[config.mk]
export PLATFORM = sky130hd
export DESIGN_NAME = sdram_wr_seq
export DESIGN_NICKNAME = d
export VERILOG_FILES = /design/src/rtl/sdram_wr_pkg.sv /design/src/rtl/sdram_gap_cnt.sv /design/src/rtl/sdram_burst_col.sv /design/src/rtl/sdram_wr_seq.sv
export SDC_FILE = /design/constraint.sdc
export NUM_CORES = 1
export LEC_CHECK = 0
export CELL_PAD_IN_SITES_DETAIL_PLACEMENT = 1
export CELL_PAD_IN_SITES_GLOBAL_PLACEMENT = 1
export CORE_AREA = 3 3 78 117
export CTS_CLUSTER_SIZE = 10
export DETAILED_ROUTE_END_ITERATION = 12
export DIE_AREA = 0 0 81 120
export PLACE_DENSITY_LB_ADDON = 0.25
export SYNTH_ARGS = -nofsm -noshare
export SYNTH_HDL_FRONTEND = slang
export SYNTH_HIERARCHICAL = 1
export SYNTH_SLANG_ARGS = --single-unit
[constraint.sdc]
create_clock -name clk -period 3.9 [get_ports clk]
set_input_delay 0.585 -clock clk [delete_from_list [all_inputs] [get_ports clk]]
set_output_delay 0.585 -clock clk [all_outputs]
set_load 0.1 [all_outputs]
[src/rtl/sdram_wr_pkg.sv]
package sdram_wr_pkg;

    // {cs_n, ras_n, cas_n, we_n}
    typedef enum logic [3:0] {
        CMD_NOP   = 4'b0111,
        CMD_ACT   = 4'b0011,
        CMD_WRITE = 4'b0100,
        CMD_PRE   = 4'b0010
    } sd_cmd_e;

    typedef enum logic [2:0] {
        ST_IDLE,
        ST_RCD,
        ST_BURST,
        ST_REC,
        ST_RP
    } seq_st_e;

endpackage

[src/rtl/sdram_gap_cnt.sv]
// Saturating down-counter for one timing gap; zero flags expiry.
module sdram_gap_cnt #(
    parameter int CNT_W = 4
) (
    input  logic             clk,
    input  logic             rst_n,
    input  logic             load,
    input  logic [CNT_W-1:0] load_val,
    output logic             zero
);
    logic [CNT_W-1:0] cnt_d, cnt_q;

    always_comb begin
        cnt_d = cnt_q;
        if (load)
            cnt_d = load_val;
        else if (cnt_q != '0)
            cnt_d = cnt_q - 1'b1;
    end

    always_ff @(posedge clk) begin
        if (!rst_n) cnt_q <= '0;
        else        cnt_q <= cnt_d;
    end

    assign zero = (cnt_q == '0);

    // A loaded non-zero gap cannot read as expired in the cycle that follows
    p_gap_holds_r11: assert property (@(posedge clk) disable iff (!rst_n)
        (load && load_val != '0) |=> !zero);

endmodule

[src/rtl/sdram_burst_col.sv]
// Column of burst beat number `beat`, for wrapping or interleaved ordering.
module sdram_burst_col #(
    parameter int COL_W     = 9,
    parameter int BURST_LEN = 4,
    parameter int BEAT_W    = 2
) (
    input  logic [COL_W-1:0]  start_col,
    input  logic [BEAT_W-1:0] beat,
    input  logic              interleave,
    output logic [COL_W-1:0]  col
);
    generate
        if (BURST_LEN > 1) begin : g_burst
            localparam int LOW_W = $clog2(BURST_LEN);
            logic [LOW_W-1:0] low_seq, low_ilv;
            always_comb begin
                low_seq = start_col[LOW_W-1:0] + beat[LOW_W-1:0];
                low_ilv = start_col[LOW_W-1:0] ^ beat[LOW_W-1:0];
                col     = start_col;
                col[LOW_W-1:0] = interleave ? low_ilv : low_seq;
            end
        end else begin : g_single
            always_comb col = start_col;
        end
    endgenerate

endmodule

[src/rtl/sdram_wr_seq.sv]
module sdram_wr_seq
    import sdram_wr_pkg::*;
#(
    parameter int DATA_W    = 16,
    parameter int ROW_W     = 13,
    parameter int COL_W     = 9,
    parameter int BANK_W    = 2,
    parameter int ADDR_W    = 13,
    parameter int BURST_LEN = 4,
    parameter int T_RCD     = 3,
    parameter int T_WR      = 2,
    parameter int T_RP      = 3,
    parameter int T_RAS     = 7
) (
    input  logic              clk,
    input  logic              rst_n,
    input  logic              req_valid,
    output logic              req_ready,
    input  logic [BANK_W-1:0] req_bank,
    input  logic [ROW_W-1:0]  req_row,
    input  logic [COL_W-1:0]  req_col,
    input  logic              req_auto_pre,
    input  logic              cfg_interleave,
    output logic              wr_take,
    input  logic [DATA_W-1:0] wr_data,
    output logic [COL_W-1:0]  beat_col,
    output logic              sd_cs_n,
    output logic              sd_ras_n,
    output logic              sd_cas_n,
    output logic              sd_we_n,
    output logic [ADDR_W-1:0] sd_addr,
    output logic [BANK_W-1:0] sd_ba,
    output logic [DATA_W-1:0] sd_dq_out,
    output logic              sd_dq_oe,
    output logic              done
);
    localparam int AP_BIT  = 10;
    localparam int BEAT_W  = (BURST_LEN > 1) ? $clog2(BURST_LEN) : 1;
    localparam int T_MAX_A = (T_RCD > T_WR) ? T_RCD : T_WR;
    localparam int T_MAX_B = (T_RP > T_RAS) ? T_RP : T_RAS;
    localparam int T_MAX   = (T_MAX_A > T_MAX_B) ? T_MAX_A : T_MAX_B;
    localparam int CNT_W   = $clog2(T_MAX + 1);

    typedef struct packed {
        seq_st_e           st;
        sd_cmd_e           cmd;
        logic [ADDR_W-1:0] addr;
        logic [BANK_W-1:0] ba;
        logic [DATA_W-1:0] dq;
        logic              oe;
        logic [COL_W-1:0]  bcol;
        logic              done;
        logic [BEAT_W-1:0] beat;
        logic [COL_W-1:0]  col;
        logic              ap;
        logic              ilv;
    } seq_t;

    seq_t seq_d, seq_q;

    logic             gap_load, ras_load;
    logic [CNT_W-1:0] gap_val;
    logic             gap_zero, ras_zero;
    logic [COL_W-1:0] cur_col;

    sdram_gap_cnt #(.CNT_W(CNT_W)) gap_i (
        .clk(clk), .rst_n(rst_n), .load(gap_load), .load_val(gap_val), .zero(gap_zero)
    );

    sdram_gap_cnt #(.CNT_W(CNT_W)) ras_i (
        .clk(clk), .rst_n(rst_n), .load(ras_load),
        .load_val(CNT_W'(T_RAS - 1)), .zero(ras_zero)
    );

    sdram_burst_col #(.COL_W(COL_W), .BURST_LEN(BURST_LEN), .BEAT_W(BEAT_W)) col_i (
        .start_col(seq_q.col), .beat(seq_q.beat), .interleave(seq_q.ilv), .col(cur_col)
    );

    always_comb begin
        seq_d      = seq_q;
        seq_d.cmd  = CMD_NOP;
        seq_d.addr = '0;
        seq_d.dq   = '0;
        seq_d.oe   = 1'b0;
        seq_d.done = 1'b0;
        req_ready  = 1'b0;
        wr_take    = 1'b0;
        gap_load   = 1'b0;
        gap_val    = '0;
        ras_load   = 1'b0;

        case (seq_q.st)
            ST_IDLE: begin
                req_ready = 1'b1;
                if (req_valid) begin
                    seq_d.cmd  = CMD_ACT;
                    seq_d.addr = ADDR_W'(req_row);
                    seq_d.ba   = req_bank;
                    seq_d.col  = req_col;
                    seq_d.ap   = req_auto_pre;
                    seq_d.ilv  = cfg_interleave;
                    seq_d.beat = '0;
                    seq_d.st   = ST_RCD;
                    gap_load   = 1'b1;
                    gap_val    = CNT_W'(T_RCD - 1);
                    ras_load   = 1'b1;
                end
            end
            ST_RCD, ST_BURST: begin
                if (seq_q.st == ST_BURST || gap_zero) begin
                    if (seq_q.st == ST_RCD) begin
                        seq_d.cmd  = CMD_WRITE;
                        seq_d.addr = ADDR_W'(seq_q.col);
                        seq_d.addr[AP_BIT] = seq_q.ap;
                    end
                    seq_d.oe   = 1'b1;
                    seq_d.dq   = wr_data;
                    seq_d.bcol = cur_col;
                    wr_take    = 1'b1;
                    seq_d.beat = seq_q.beat + 1'b1;
                    if (32'(seq_q.beat) == BURST_LEN - 1) begin
                        seq_d.st = ST_REC;
                        gap_load = 1'b1;
                        gap_val  = CNT_W'(T_WR - 1);
                    end else begin
                        seq_d.st = ST_BURST;
                    end
                end
            end
            ST_REC: begin
                if (gap_zero && (seq_q.ap || ras_zero)) begin
                    if (!seq_q.ap) seq_d.cmd = CMD_PRE;
                    seq_d.st = ST_RP;
                    gap_load = 1'b1;
                    gap_val  = CNT_W'(T_RP - 1);
                end
            end
            ST_RP: begin
                if (gap_zero) begin
                    seq_d.done = 1'b1;
                    seq_d.st   = ST_IDLE;
                end
            end
            default: seq_d.st = ST_IDLE;
        endcase
    end

    always_ff @(posedge clk) begin
        if (!rst_n) begin
            seq_q     <= '0;
            seq_q.st  <= ST_IDLE;
            seq_q.cmd <= CMD_NOP;
        end else begin
            seq_q <= seq_d;
        end
    end

    assign {sd_cs_n, sd_ras_n, sd_cas_n, sd_we_n} = seq_q.cmd;
    assign sd_addr   = seq_q.addr;
    assign sd_ba     = seq_q.ba;
    assign sd_dq_out = seq_q.dq;
    assign sd_dq_oe  = seq_q.oe;
    assign beat_col  = seq_q.bcol;
    assign done      = seq_q.done;

    // ---------------- assertions ----------------
    // Cycles elapsed since the last activate, saturating.
    logic [7:0] act_age_q;
    always_ff @(posedge clk) begin
        if (!rst_n)                     act_age_q <= 8'hff;
        else if (seq_q.cmd == CMD_ACT)  act_age_q <= 8'd1;
        else if (act_age_q != 8'hff)    act_age_q <= act_age_q + 8'd1;
    end

    p_quiet_when_ready_r1: assert property (@(posedge clk) disable iff (!rst_n)
        req_ready |-> (seq_q.cmd == CMD_NOP || seq_q.cmd == CMD_PRE || done) && !sd_dq_oe);

    p_act_after_accept_r1: assert property (@(posedge clk) disable iff (!rst_n)
        (req_valid && req_ready) |=> seq_q.cmd == CMD_ACT);

    p_write_trcd_r3: assert property (@(posedge clk) disable iff (!rst_n)
        (seq_q.cmd == CMD_WRITE) |-> 32'(act_age_q) == T_RCD);

    p_data_with_write_r4: assert property (@(posedge clk) disable iff (!rst_n)
        (seq_q.cmd == CMD_WRITE) |-> sd_dq_oe);

    p_burst_quiet_r10: assert property (@(posedge clk) disable iff (!rst_n)
        (sd_dq_oe && seq_q.cmd != CMD_WRITE) |-> seq_q.cmd == CMD_NOP);

    p_pre_after_tras_r11: assert property (@(posedge clk) disable iff (!rst_n)
        (seq_q.cmd == CMD_PRE) |-> 32'(act_age_q) >= T_RAS);

    p_no_pre_on_auto_r8: assert property (@(posedge clk) disable iff (!rst_n)
        (seq_q.cmd == CMD_PRE) |-> !seq_q.ap);

    p_done_single_r9: assert property (@(posedge clk) disable iff (!rst_n)
        done |=> !done);

endmodule

Word level (Yosys, flattened, before mapping)
Index checks and enable logic that the tools add are counted.

storage, ports and cells
  register bits after elaboration = 68
  logic and storage cells = 84
  input port bits = 45
  output and inout port bits = 48

operators by class
  add/sub/neg operators = 4
  reductions and logical operators = 20
  equal/unequal tests = 9
  mux-type cells = 34
  bitwise gates (word level) = 2

operators by type and width
  kind                   count
  $pmux W13 S2           1
  $mux W22               1
  $mux W20               1
  $mux W3                6
  $mux W15               1
  $mux W13               1
  $mux W1                12
  $pmux W3 S4            1
  $pmux W4 S3            1
  $mux W10               1
  $logic_not A3 Y1       3
  $pmux W3 S3            1
  $mux W2                4
  $ne A2 B2 Y1 const B   4
  $reduce_and A2 Y1      4
  $mux W7                1
  $eq A3 B2 Y1 const B   2
  $reduce_and A3 Y1      2
  $reduce_bool A2 Y1     3
  $reduce_bool A3 Y1     2
  $sub A3 B1 Y3 const B  2
  $pmux W2 S2            1
  $reduce_and A4 Y1      1
  $reduce_or A2 Y1       2
  10 further kinds       11

Depth between registers and ports, before layout
Gate-level depths: netlist of the first run.

  depth in word-level cells = 6
  mapped depth = 10
  mapped depth without buffers = 10

Hierarchy
The synthesis of the first run kept the hierarchy.

by module, submodules not included
  module           seq. area each (um^2)  area an instance (um^2)  instances  cells an instance
  sdram_wr_seq     1221.2                 2533.7                   1          264
  sdram_gap_cnt    60.1                   205.2                    2          22
  sdram_burst_col  0.0                    88.8                     1          11

Worst setup path after synthesis of the first run
Ideal clock, no wire load.

  kind = register to register
  start point = register seq_q[61] (netlist name)
  end point = register gap_i.cnt_q[0]
  slack = 1053 ps
  buffers on the path = 1
  arrival = 2735 ps
  required time = 3788 ps
  period minus slack after synthesis = 2847 ps
  stages on the path, launching flop included = 9
  setup time = 112 ps
  cells stage by stage = dfxtp_1 buf_2 nor3_2 nand2_4 inv_4 or2_1 or2_1 nor2b_1 a2111oi_1

on the way
  cells in the longest elaborated chain, start to end = 5
  elaborated cells between the ends (all ways) = 12
  classes of those cells = eq/ne (3); mux (5); reduce/logical (4)

ends and longest elaborated chain
  element                                               RTL line                                 source
  start: declaration                                    sdram_wr_seq.sv:59                       seq_t seq_d, seq_q;
  start signal: assignment                              sdram_wr_seq.sv:154                      seq_q <= seq_d;
  $eq A3 B2 Y1                                          sdram_wr_seq.sv:92, sdram_wr_seq.sv:110
  $logic_or A1 B1 Y1                                    sdram_wr_seq.sv:110                      if (seq_q.st == ST_BURST || gap_zero) begin
  $mux W1                                               sdram_wr_seq.sv:110
  $pmux W1 S3 (*)                                       sdram_wr_seq.sv:92                       case (seq_q.st)
  via gap_load                                          sdram_wr_seq.sv:61                       logic gap_load, ras_load;
  $mux W3 / $reduce_bool A2 Y1 (equally long branches)  -
  end signal: assignment                                sdram_gap_cnt.sv:23                      else cnt_q <= cnt_d;
  end: declaration                                      sdram_gap_cnt.sv:11                      logic [CNT_W-1:0] cnt_d, cnt_q;

The timed path passes the listed nets; every way through them passes the cells marked *.
A chain may end at the register's enable or synchronous reset.

Final worst setup path of the first run
  start point = register gap_i.cnt_q[0]
  end point = output port wr_take

on the way
  cells in the longest elaborated chain, start to end = 4

ends and longest elaborated chain
  element             RTL line             source
  $logic_not A3 Y1    sdram_gap_cnt.sv:26  assign zero = (cnt_q == '0);
  via gap_zero        sdram_wr_seq.sv:63   logic gap_zero, ras_zero;
  $logic_or A1 B1 Y1  sdram_wr_seq.sv:110
  $mux W1             sdram_wr_seq.sv:110
  $mux W1             sdram_wr_seq.sv:92
  end: declaration    sdram_wr_seq.sv:24   output logic wr_take,

The timed path passes the listed nets, and every way through them passes these cells.

==> flow_results.org, run 1 <==
** Power
- Power spent charging and discharging nets :: around 0.86 mW
- Of the total power, the share spent switching nets is 0.360.
- Clock group share of total power :: 0.339
- PwrDens :: a little over 600 mW/mm^2
- After layout, the design draws a total of roughly 2.4 mW.
- Static leakage :: 1.54 nW
- Register share of total power :: 0.338
- Internal power consumption :: 1.53 mW
- The worst-case IR drop observed on VDD is about 220 uV.
- The share of total power dissipated in combinational logic is 0.323.

** Drt
- Wire length on met1 :: around 2.7 mm
- Met2 layer wire length in the routed design :: 3.66 mm
- The first detailed-routing pass took 4 iterations.
- Final WL :: 6.88 mm
- Number of vias per cell after detailed routing :: 4.64
- After the first detailed-routing iteration, the DRC count stood at 95.
- Total vias in the final route :: 2214
- Max layer used :: met4
- Once detail routing completed, the nets flagged for antenna violations numbered 0.
- Summed over all nets, wire length on met3 after detailed routing comes to 347 microns.
- Number of design rule violations left after detail routing :: 0
- Mean routed wirelength per cell :: roughly 14 microns

** Cells and area
- Compared with the post-synthesis result, the final layout area differs by 30.8%.
- The multi-input combinational cells in the finished layout cover a total of 0.00122 sq mm.
- Diodes inserted :: 0
- The count of cells in the finished layout, fillers not included, comes to 477.
- At the end of the flow, the number of nets in the layout was 416.
- After filler insertion, the fill cell instance count of the layout stands at around 950.
- Flip-flop and latch area :: approximately 0.0013 sq mm
- Ratio of cells with drive above 1 in the final layout :: 0.0730

** Logic synthesis
- Number of synthesized flops with an enable pin :: 0
- Most instantiated flip-flop cell in the synthesis netlist :: sky130_fd_sc_hd__dfxtp_1
- Synthesized area :: 0.00303 sq mm
- Portion of synthesized cell area occupied by the leading cell type :: 0.442
- Top cell type by total area after synthesis :: sky130_fd_sc_hd__dfxtp_1
- The Yosys step of the flow raised 6 warnings.
- Portion of the post-synthesis area used by sequential elements :: 0.442
- Synthesis inferred 67 register bits.
- Count of different cell masters after synthesis :: between 40 and 50
- For this run, asynchronously set or reset flops after synthesis account for 0.
- Instance count of the mapped netlist :: 319
- Averaged over all synthesized cells, the footprint is 9.51 sq um.
- Cell types with the largest area share after synthesis :: sky130_fd_sc_hd__dfxtp_1 44%, sky130_fd_sc_hd__buf_4 12%, sky130_fd_sc_hd__nand2_1 4.0%, sky130_fd_sc_hd__nor2b_1 3.9%, sky130_fd_sc_hd__mux2i_1 3.6%

** CTS
- TritonCTS built the clock tree.
- Clock latency on the worst-skew pair, taken at its later pin, is ~330 ps.
- After clock tree synthesis, the flow added hold-fix buffers numbering 0.
- Post-CTS setup-driven buffer insertion count :: 0
- Number of gates resized after cts :: 0
- Clock buffer depth :: 2
- The H-tree generated during clock tree synthesis spans 3 levels.
- The tree built by TritonCTS fans out to 67 sinks.
- CTS clk-pin slew, worst paths :: roughly 60 ps
- Number of clock buffers inserted by TritonCTS :: 9
- Root buffer cell :: sky130_fd_sc_hd__clkbuf_16

** Placement
- Placed wire-length estimate :: 4.99 mm
- Once placement completed, the tool counted placed cells totaling 461.
- In this run the tool buffered the top-level ports with 91 buffer cells.
- Final GP Congestion :: 0.857

** GRT
- Grt ovf :: 0
- Across every metal layer, demand over resource in global routing totals 0.150.
- The initial antenna violation count is 0.
- The via count of the first global-routing pass was around 2400.
- Maximum number of pins on one net before global-route repair :: 36
- The first global-routing pass estimated about 11 mm of wire.

** Setup path
- The worst setup path is launched from a flip-flop.
- Data arrival time at the worst-slack endpoint :: 2360 ps
- Counting both buffers and inverters, the worst setup path holds a total of 3.
- Worst Setup Path Type :: flip-flop to output pin
- The number of cells on the worst reg-to-reg path is 10.
- Crit Path Max Fanout :: 13
- The largest single stage delay on the critical path is 500 ps.
- Worst path most repeated cell :: sky130_fd_sc_hd__inv_1
- The worst setup path is captured at an output pin.
- Crit path required time :: 3310 ps
- Cells traversed along the worst timing path :: inv_1 -> ha_1 -> nand2b_1 -> inv_1 -> nand3b_4 -> a21oi_4 -> buf_4
- Crit path max-delay cell type :: sky130_fd_sc_hd__a21oi_4
- The critical path runs through a total of 7 cells.
- Grouping stages by cell kind, the critical path spends the most delay in buffers and inverters.

** Run status
- Status :: completed

** Worst hold path
- The worst hold path passes through 2 cells.
- Path category of the worst min-delay check :: flip-flop to flip-flop

** Timing
- # setup viols final :: 0
- For the finished layout, the period the worst path requires is 2950 ps.
- Max frequency :: 339 MHz
- Slew at the pin with the worst max-slew slack :: 995 ps
- Setup repair after global routing left no endpoint under its margin.
- Summed over all failing endpoints, the final setup total negative slack is 0 ps.
- Worst-case headroom to the max-slew limit :: 0.335
- The count of final hold-check violations came to 0.
- Pins over their slew limit :: 0
- Dividing the final minimum period by the clock period gives 0.756.
- On the final layout, the worst clock skew is 8.67 ps.

** Floorplan
- In this run the count of I/O pins placed on the die edge is 93.
- Number of placement rows :: a little over 40
- Die Y :: 120 microns
- The core region is 0.00831 sq mm.
- The die covers 0.00972 sq mm.
- The die is 81 microns wide.
- Effective utilization at floorplan :: 0.365

** Run
- Max Cap Violations :: 0
==> cell usage after synthesis (all sizes together), types with 3 or more instances <==
library cell,count
dfxtp,67
a21oi,5
nand2b,4
a22oi,11
nor2b,23
buf,56
nor3,5
inv,11
clkbuf,4
ha,6
a21boi,13
nor2,14
and3,5
a2111oi,4
and2,16
mux2i,11
nor4b,4
nor3b,3
nand2,33
o21ai,3
==> area by class of cell <==
type,instances,share of cell area
sequential,67,0.338
timing repair buffer,92,0.231
multi-input combinational,184,0.309
inverter,11,0.0110
clock buffer,13,0.0656
clock inverter,3,0.0117
tap,107,0.0338
==> flip-flops by register name (all words and copies together) (netlist names) <==
register / cells
ras_i/cnt_q: 3
seq_q: 16
sd_addr: 13
gap_i/cnt_q: 3
done: 1
sd_we_n: 1
sd_dq_oe: 1
beat_col: 9
sd_ras_n: 1
sd_cas_n: 1
sd_ba: 2
sd_dq_out: 16
==> power by group through the flow <==
stage          clock network, mW  logic [mW]  registers, mW
2_1_floorplan                  0       0.628          0.837
3_3_place_gp                   0       0.767          0.819
6_report                   0.812       0.774          0.809
4_1_cts                    0.835       0.786          0.810
5_1_grt                    0.866       0.828          0.820
3_5_place_dp                   0       0.780          0.824
==> path summary, 6_finish.rpt <==
check / startpoint / to / slack, ps
hold reg to reg: seq_q[0] / seq_q[0] / 460
hold / removal: seq_q[0] / seq_q[0] / 460
setup / recovery: gap_i/cnt_q[0] / wr_take / 950
setup reg to reg: gap_i/cnt_q[0] / gap_i/cnt_q[1] / 1080
==> cells in the final DEF (no fill, tap or decap), types with 4 or more instances in the layout <==
cell type,instances
sky130_fd_sc_hd__nor2b_2,4
sky130_fd_sc_hd__conb_1,5
sky130_fd_sc_hd__and3_1,5
sky130_fd_sc_hd__a22oi_1,11
sky130_fd_sc_hd__clkdlybuf4s50_1,90
sky130_fd_sc_hd__nor2_1,14
sky130_fd_sc_hd__nand2_1,32
sky130_fd_sc_hd__inv_1,10
sky130_fd_sc_hd__dfxtp_1,67
sky130_fd_sc_hd__a21boi_1,13
sky130_fd_sc_hd__mux2i_1,11
sky130_fd_sc_hd__nor4b_1,4
sky130_fd_sc_hd__a2111oi_1,4
sky130_fd_sc_hd__and2_1,16
sky130_fd_sc_hd__ha_1,6
sky130_fd_sc_hd__nor2b_1,19
sky130_fd_sc_hd__nor3_1,4
sky130_fd_sc_hd__nand2b_1,4
sky130_fd_sc_hd__clkbuf_16,9
==> per-stage QoR <==
stage                     hold WS [ps]  area, sq um  setup slack (ps)  utilization
after floorplan                    435         3040              1050            -
after global placement             453         3660              1230        0.440
after detailed placement           455         3660              1070        0.440
after CTS                          464         3970               909        0.477
after global routing               493         3970               802        0.477
final                              460         3970               953        0.477
==> kinds of logic (layout without fill, tap and decap cells) <==
family | after synthesis | after routing | share of synthesized area
compound gates | 45 | 45 | 0.116
xor+xnor | 2 | 2 | 0.00578
fa+ha+maj | 6 | 6 | 0.0248
buf+inv | 71 | 119 | 0.158
flops | 67 | 67 | 0.442
mux | 12 | 12 | 0.0400
other cells | 2 | 5 | 0.00248
simple gates | 114 | 114 | 0.212
==> worst min-delay path, delay by kind of cell, from the launching register on <==
kind / cells / cell delay [ps]
and+or+nand+nor: 1 / 50
DFF: 1 / 310
AOI/OAI and AO/OA: 1 / 50
==> routing by layer <==
layer | track usage | up-vias
met1 | 0.157 | 1036
met3 | 0.0293 | 9
li1 | - | 1099
met2 | 0.269 | 70
met4 | 0.0899 | 0
met5 | 0 | -
No activity file was read; power rests on OpenSTA's default activity.
==> run 2: changes to the inputs <==
--- a/config.mk
+++ b/config.mk
@@ -7,10 +7,10 @@
 export LEC_CHECK = 0
 export CELL_PAD_IN_SITES_DETAIL_PLACEMENT = 1
 export CELL_PAD_IN_SITES_GLOBAL_PLACEMENT = 1
-export CORE_AREA = 3 3 78 117
+export CORE_AREA = 3 3 81 121
 export CTS_CLUSTER_SIZE = 10
 export DETAILED_ROUTE_END_ITERATION = 12
-export DIE_AREA = 0 0 81 120
+export DIE_AREA = 0 0 84 124
 export PLACE_DENSITY_LB_ADDON = 0.25
 export SYNTH_ARGS = -nofsm -noshare
 export SYNTH_HDL_FRONTEND = slang
==> constraint.sdc (replaced) <==
create_clock -name clk -period 3.1 [get_ports clk]
set_input_delay 0.465 -clock clk [delete_from_list [all_inputs] [get_ports clk]]
set_output_delay 0.465 -clock clk [all_outputs]
set_load 0.1 [all_outputs]
==> run 2 against run 1 <==
Effect of this change:
- critical path depth increased by 1
- worst setup slack got worse by 410 ps
- sequential cell count unchanged
- global-route usage decreased by 1.5 points
- combinational power increased by 25%
- hold slack improved by 2.7 ps
- sequential share of layout area increased by 0.77 points
- sequential power increased by 26%
- cell count increased by 1.0%
- critical path type unchanged
- critical endpoint unchanged
==> flow_results.org, run 2 (synthesized netlist as in run 1, its figures left out) <==
** Worst hold path
- Path category of the worst min-delay check :: flip-flop to flip-flop

** Setup path
- Following the worst setup path forward leads to its endpoint at wr_take.
- Sort of element at the end of the critical path :: output pin
- The critical path goes through inv_1 -> ha_1 -> nand2b_1 -> inv_1 -> nand3b_4 -> a21oi_4 -> buf_4 -> buf_12.
- Crit Path Max Fanout :: 12 (-1)
- The signal arrival time at the worst endpoint was 2090 ps (-270 ps).
- The critical path starts at gap_i/cnt_q[0].
- The count of cells along the worst register-to-register path was 10 (unchanged).
- The delay of the slowest cell on the worst path came to 330 ps (-170 ps).
- In this run the critical register-to-register path is captured at gap_i/cnt_q[0].
- STA classifies the critical path startpoint as a flip-flop.
- Worst path most repeated cell :: sky130_fd_sc_hd__inv_1
- Origin of the critical flop-to-flop path :: gap_i/cnt_q[0]
- By startpoint and endpoint, the worst setup path is classified as flip-flop to output pin.
- The setup slack on the worst flop-to-flop path is 570 ps (-510 ps).
- Crit path max-delay cell type :: sky130_fd_sc_hd__dfxtp_1
- Crit path required time :: 2630 ps (-680 ps)

** Run status
- The run finished with clean final reports.

** Drt
- The ratio of routed vias to standard cells came to 4.49 (-3.3%).
- Total vias in the final route :: 2163 (-2.3%)
- Number of design rule violations left after detail routing :: 0 (unchanged)
- Mean routed wirelength per cell :: 14.2 microns (-1.5%)
- The detailed router's first-iteration violation count was 68 (-28%).
- Final WL :: 6.85 mm (-0.51%)
- The count of antenna-violating nets left after detailed routing is 0 (unchanged).
- Pre-antenna DRT Iters :: 4 (unchanged)

** Cells and area
- The share of cells above drive strength 1 was 0.196 (+0.123).
- Diodes inserted :: 0 (unchanged)
- Leading cell type in the layout, fill and taps excluded :: sky130_fd_sc_hd__dfxtp_1
- Net total in the final layout :: 418 (+0.48%)
- Final std cell area, no fill :: 0.00388 sq mm (-2.2%)
- Commonest non-fill, non-tap cells in the layout :: 67 x sky130_fd_sc_hd__dfxtp_1, 47 x sky130_fd_sc_hd__clkdlybuf4s50_1, 46 x sky130_fd_sc_hd__buf_4
- The utilization after layout was 0.437 (-0.0407).
- Relative to the synthesized area, the layout overhead comes to 27.8%.
- FILL cells :: 1029 (+8.0%)

** Power
- The power density over cell area is 769 mW/mm^2 (+27%).
- Combinational Power Share :: 0.326 (+0.003)
- The net switching component of the power is 1.10 mW (+27%).
- The part of the total power dissipated in sequential elements came to 0.341 (+0.003).
- The post-route total power is 2.98 mW (+25%).
- The share of power burned in the clock network is 0.333 (-0.006).
- Static leakage :: 1.62 nW (+5.6%)
- Internal power consumption :: 1.88 mW (+23%)
- The switching power as a share of total power came to 0.368 (+0.00839).
- The largest voltage drop on the vdd net is 358 uV (+61%).

** CTS
- Clock buffer depth :: 2 (unchanged)
- The number of clock buffers inserted by TritonCTS is 9 (unchanged).
- The tree is rooted in a sky130_fd_sc_hd__clkbuf_16.
- CTS clk-pin slew, worst paths :: 60 ps (about the same)
- The later-pin clock latency in the skew report was 330 ps (about the same).
- Number of H-tree levels :: 3 (unchanged)
- TritonCTS built the clock tree.
- The number of sinks handled by clock tree synthesis was 67 (unchanged).
- Number of gates resized after cts :: 0 (unchanged)
- The hold buffer count at cts came to 0 (unchanged).
- The buffers inserted during post-CTS setup optimization is 0 (unchanged).

** Floorplan
- Number of placed I/O pins :: 93 (unchanged)
- The floorplan die width was 84 microns (+3.7%).
- The site row count is 42 (+2.4%).
- The placeable core region came to 0.00888 sq mm (+6.9%).
- The area enclosed by the die boundary came to 0.0104 sq mm (+7.2%).
- The die height was 124 microns (+3.3%).
- The starting utilization of the core area came to 0.342 (-0.0234).

** GRT
- Global routing met3 resource utilization :: 0.0344 (+0.00514)
- Global routing usage on met1 :: 0.150 (-0.00676)
- Number of global-route vias before repair :: 2306 (-2.1%)
- Global router's overall resource usage :: 0.135 (-0.0150)
- Number of antenna violations at the first check in global routing :: 0 (unchanged)
- The maximum number of pins on one net before global-route repair came to 36 (unchanged).
- After global routing, the most crowded layer is met2.
- The total congestion overflow came to 0 (unchanged).
- The met2 usage in global routing is 0.247 (-0.0225).
- Wire length of the first global-routing pass :: 11.1 mm (-0.32%)

** Placement
- The instance area at placement came to 0.00358 sq mm (-2.1%).
- Placed wire-length estimate :: 5.10 mm (+2.1%)
- The count of buffers from port buffering is 91 (unchanged).
- Worst Setup Slack post-DPL :: 357 ps (-711 ps)
- Final GP Congestion :: 0.767 (-11%)

** Timing
- The relative max-transition margin was 0.353 (+0.0187).
- Max frequency :: a little under 400 MHz
- Hold Fails Final Rpt :: 0 (unchanged)
- Time the worst path needs with I/O delays and setup :: 2560 ps
- Worst clock skew on the final layout :: 7.30 ps (-1.37 ps)
- Fraction of the cycle the final worst path needs :: 0.824
- Setup TNS Final :: 0 ps (unchanged)
- Slew at the pin with the worst max-slew slack :: 967 ps (-28.0 ps)
- # setup viols final :: 0 (unchanged)
- Unrepaired setup endpoints after global routing :: no
- The number of max-slew violations in the final report came to 0 (unchanged).
- The post-route worst setup slack is 545 ps (-408 ps).

** Run
- The max-cap violation count came to 0 (unchanged).
==> run 2: area by class of cell <==
class	instances	area [sq um]	share of cell area
clock inverter	6	65.1	0.0168
sequential	67	1340	0.346
timing repair buffer	94	836	0.216
clock buffer	10	229	0.0591
multi-input combinational	184	1220	0.316
tap	110	138	0.0355
inverter	11	43.8	0.0113
==> run 2: worst min path at each step <==
stage	from	to	slack, ps	cells after the start
finish	seq_q[0]	seq_q[0]	460	2
global route	seq_q[0]	seq_q[0]	480	2
CTS	seq_q[0]	seq_q[0]	460	2
detailed placement	seq_q[0]	seq_q[0]	460	2
global placement	seq_q[0]	seq_q[0]	460	2
floorplan	seq_q[0]	seq_q[0]	440	2
==> run 2: power groups by stage <==
| stage | clock (mW) | sequential (mW) | combinational [mW] |
|---|---|---|---|
| floorplan | 0 | 1.05 | 0.790 |
| global placement | 0 | 1.03 | 0.968 |
| detailed placement | 0 | 1.04 | 0.984 |
| CTS | 1.03 | 1.02 | 0.987 |
| global route | 1.07 | 1.03 | 1.04 |
| finish | 0.993 | 1.02 | 0.971 |
==> run 2: critical path: cells and delay by family (launching register included) <==
family                     cells  cell delay [ps]
AOI/OAI and AO/OA              1              150
and+or+nand+nor                2              270
adders and majority gates      1              200
DFF                            1              330
buffers and inverters          4              810
==> run 2: metal layers <==
layer  up-vias  wire length [microns]
met4         0                    117
met1       990                   2770
met3        10                    323
met2        62                   3630
li1       1101                      -
met5         -                      0
==> run 2: stage by stage <==
step	std cells	hold slack [ps]
4_1_cts	482	464
3_3_place_gp	466	455
2_1_floorplan	322	435
3_5_place_dp	466	456
5_1_grt	482	482
6_report	482	463
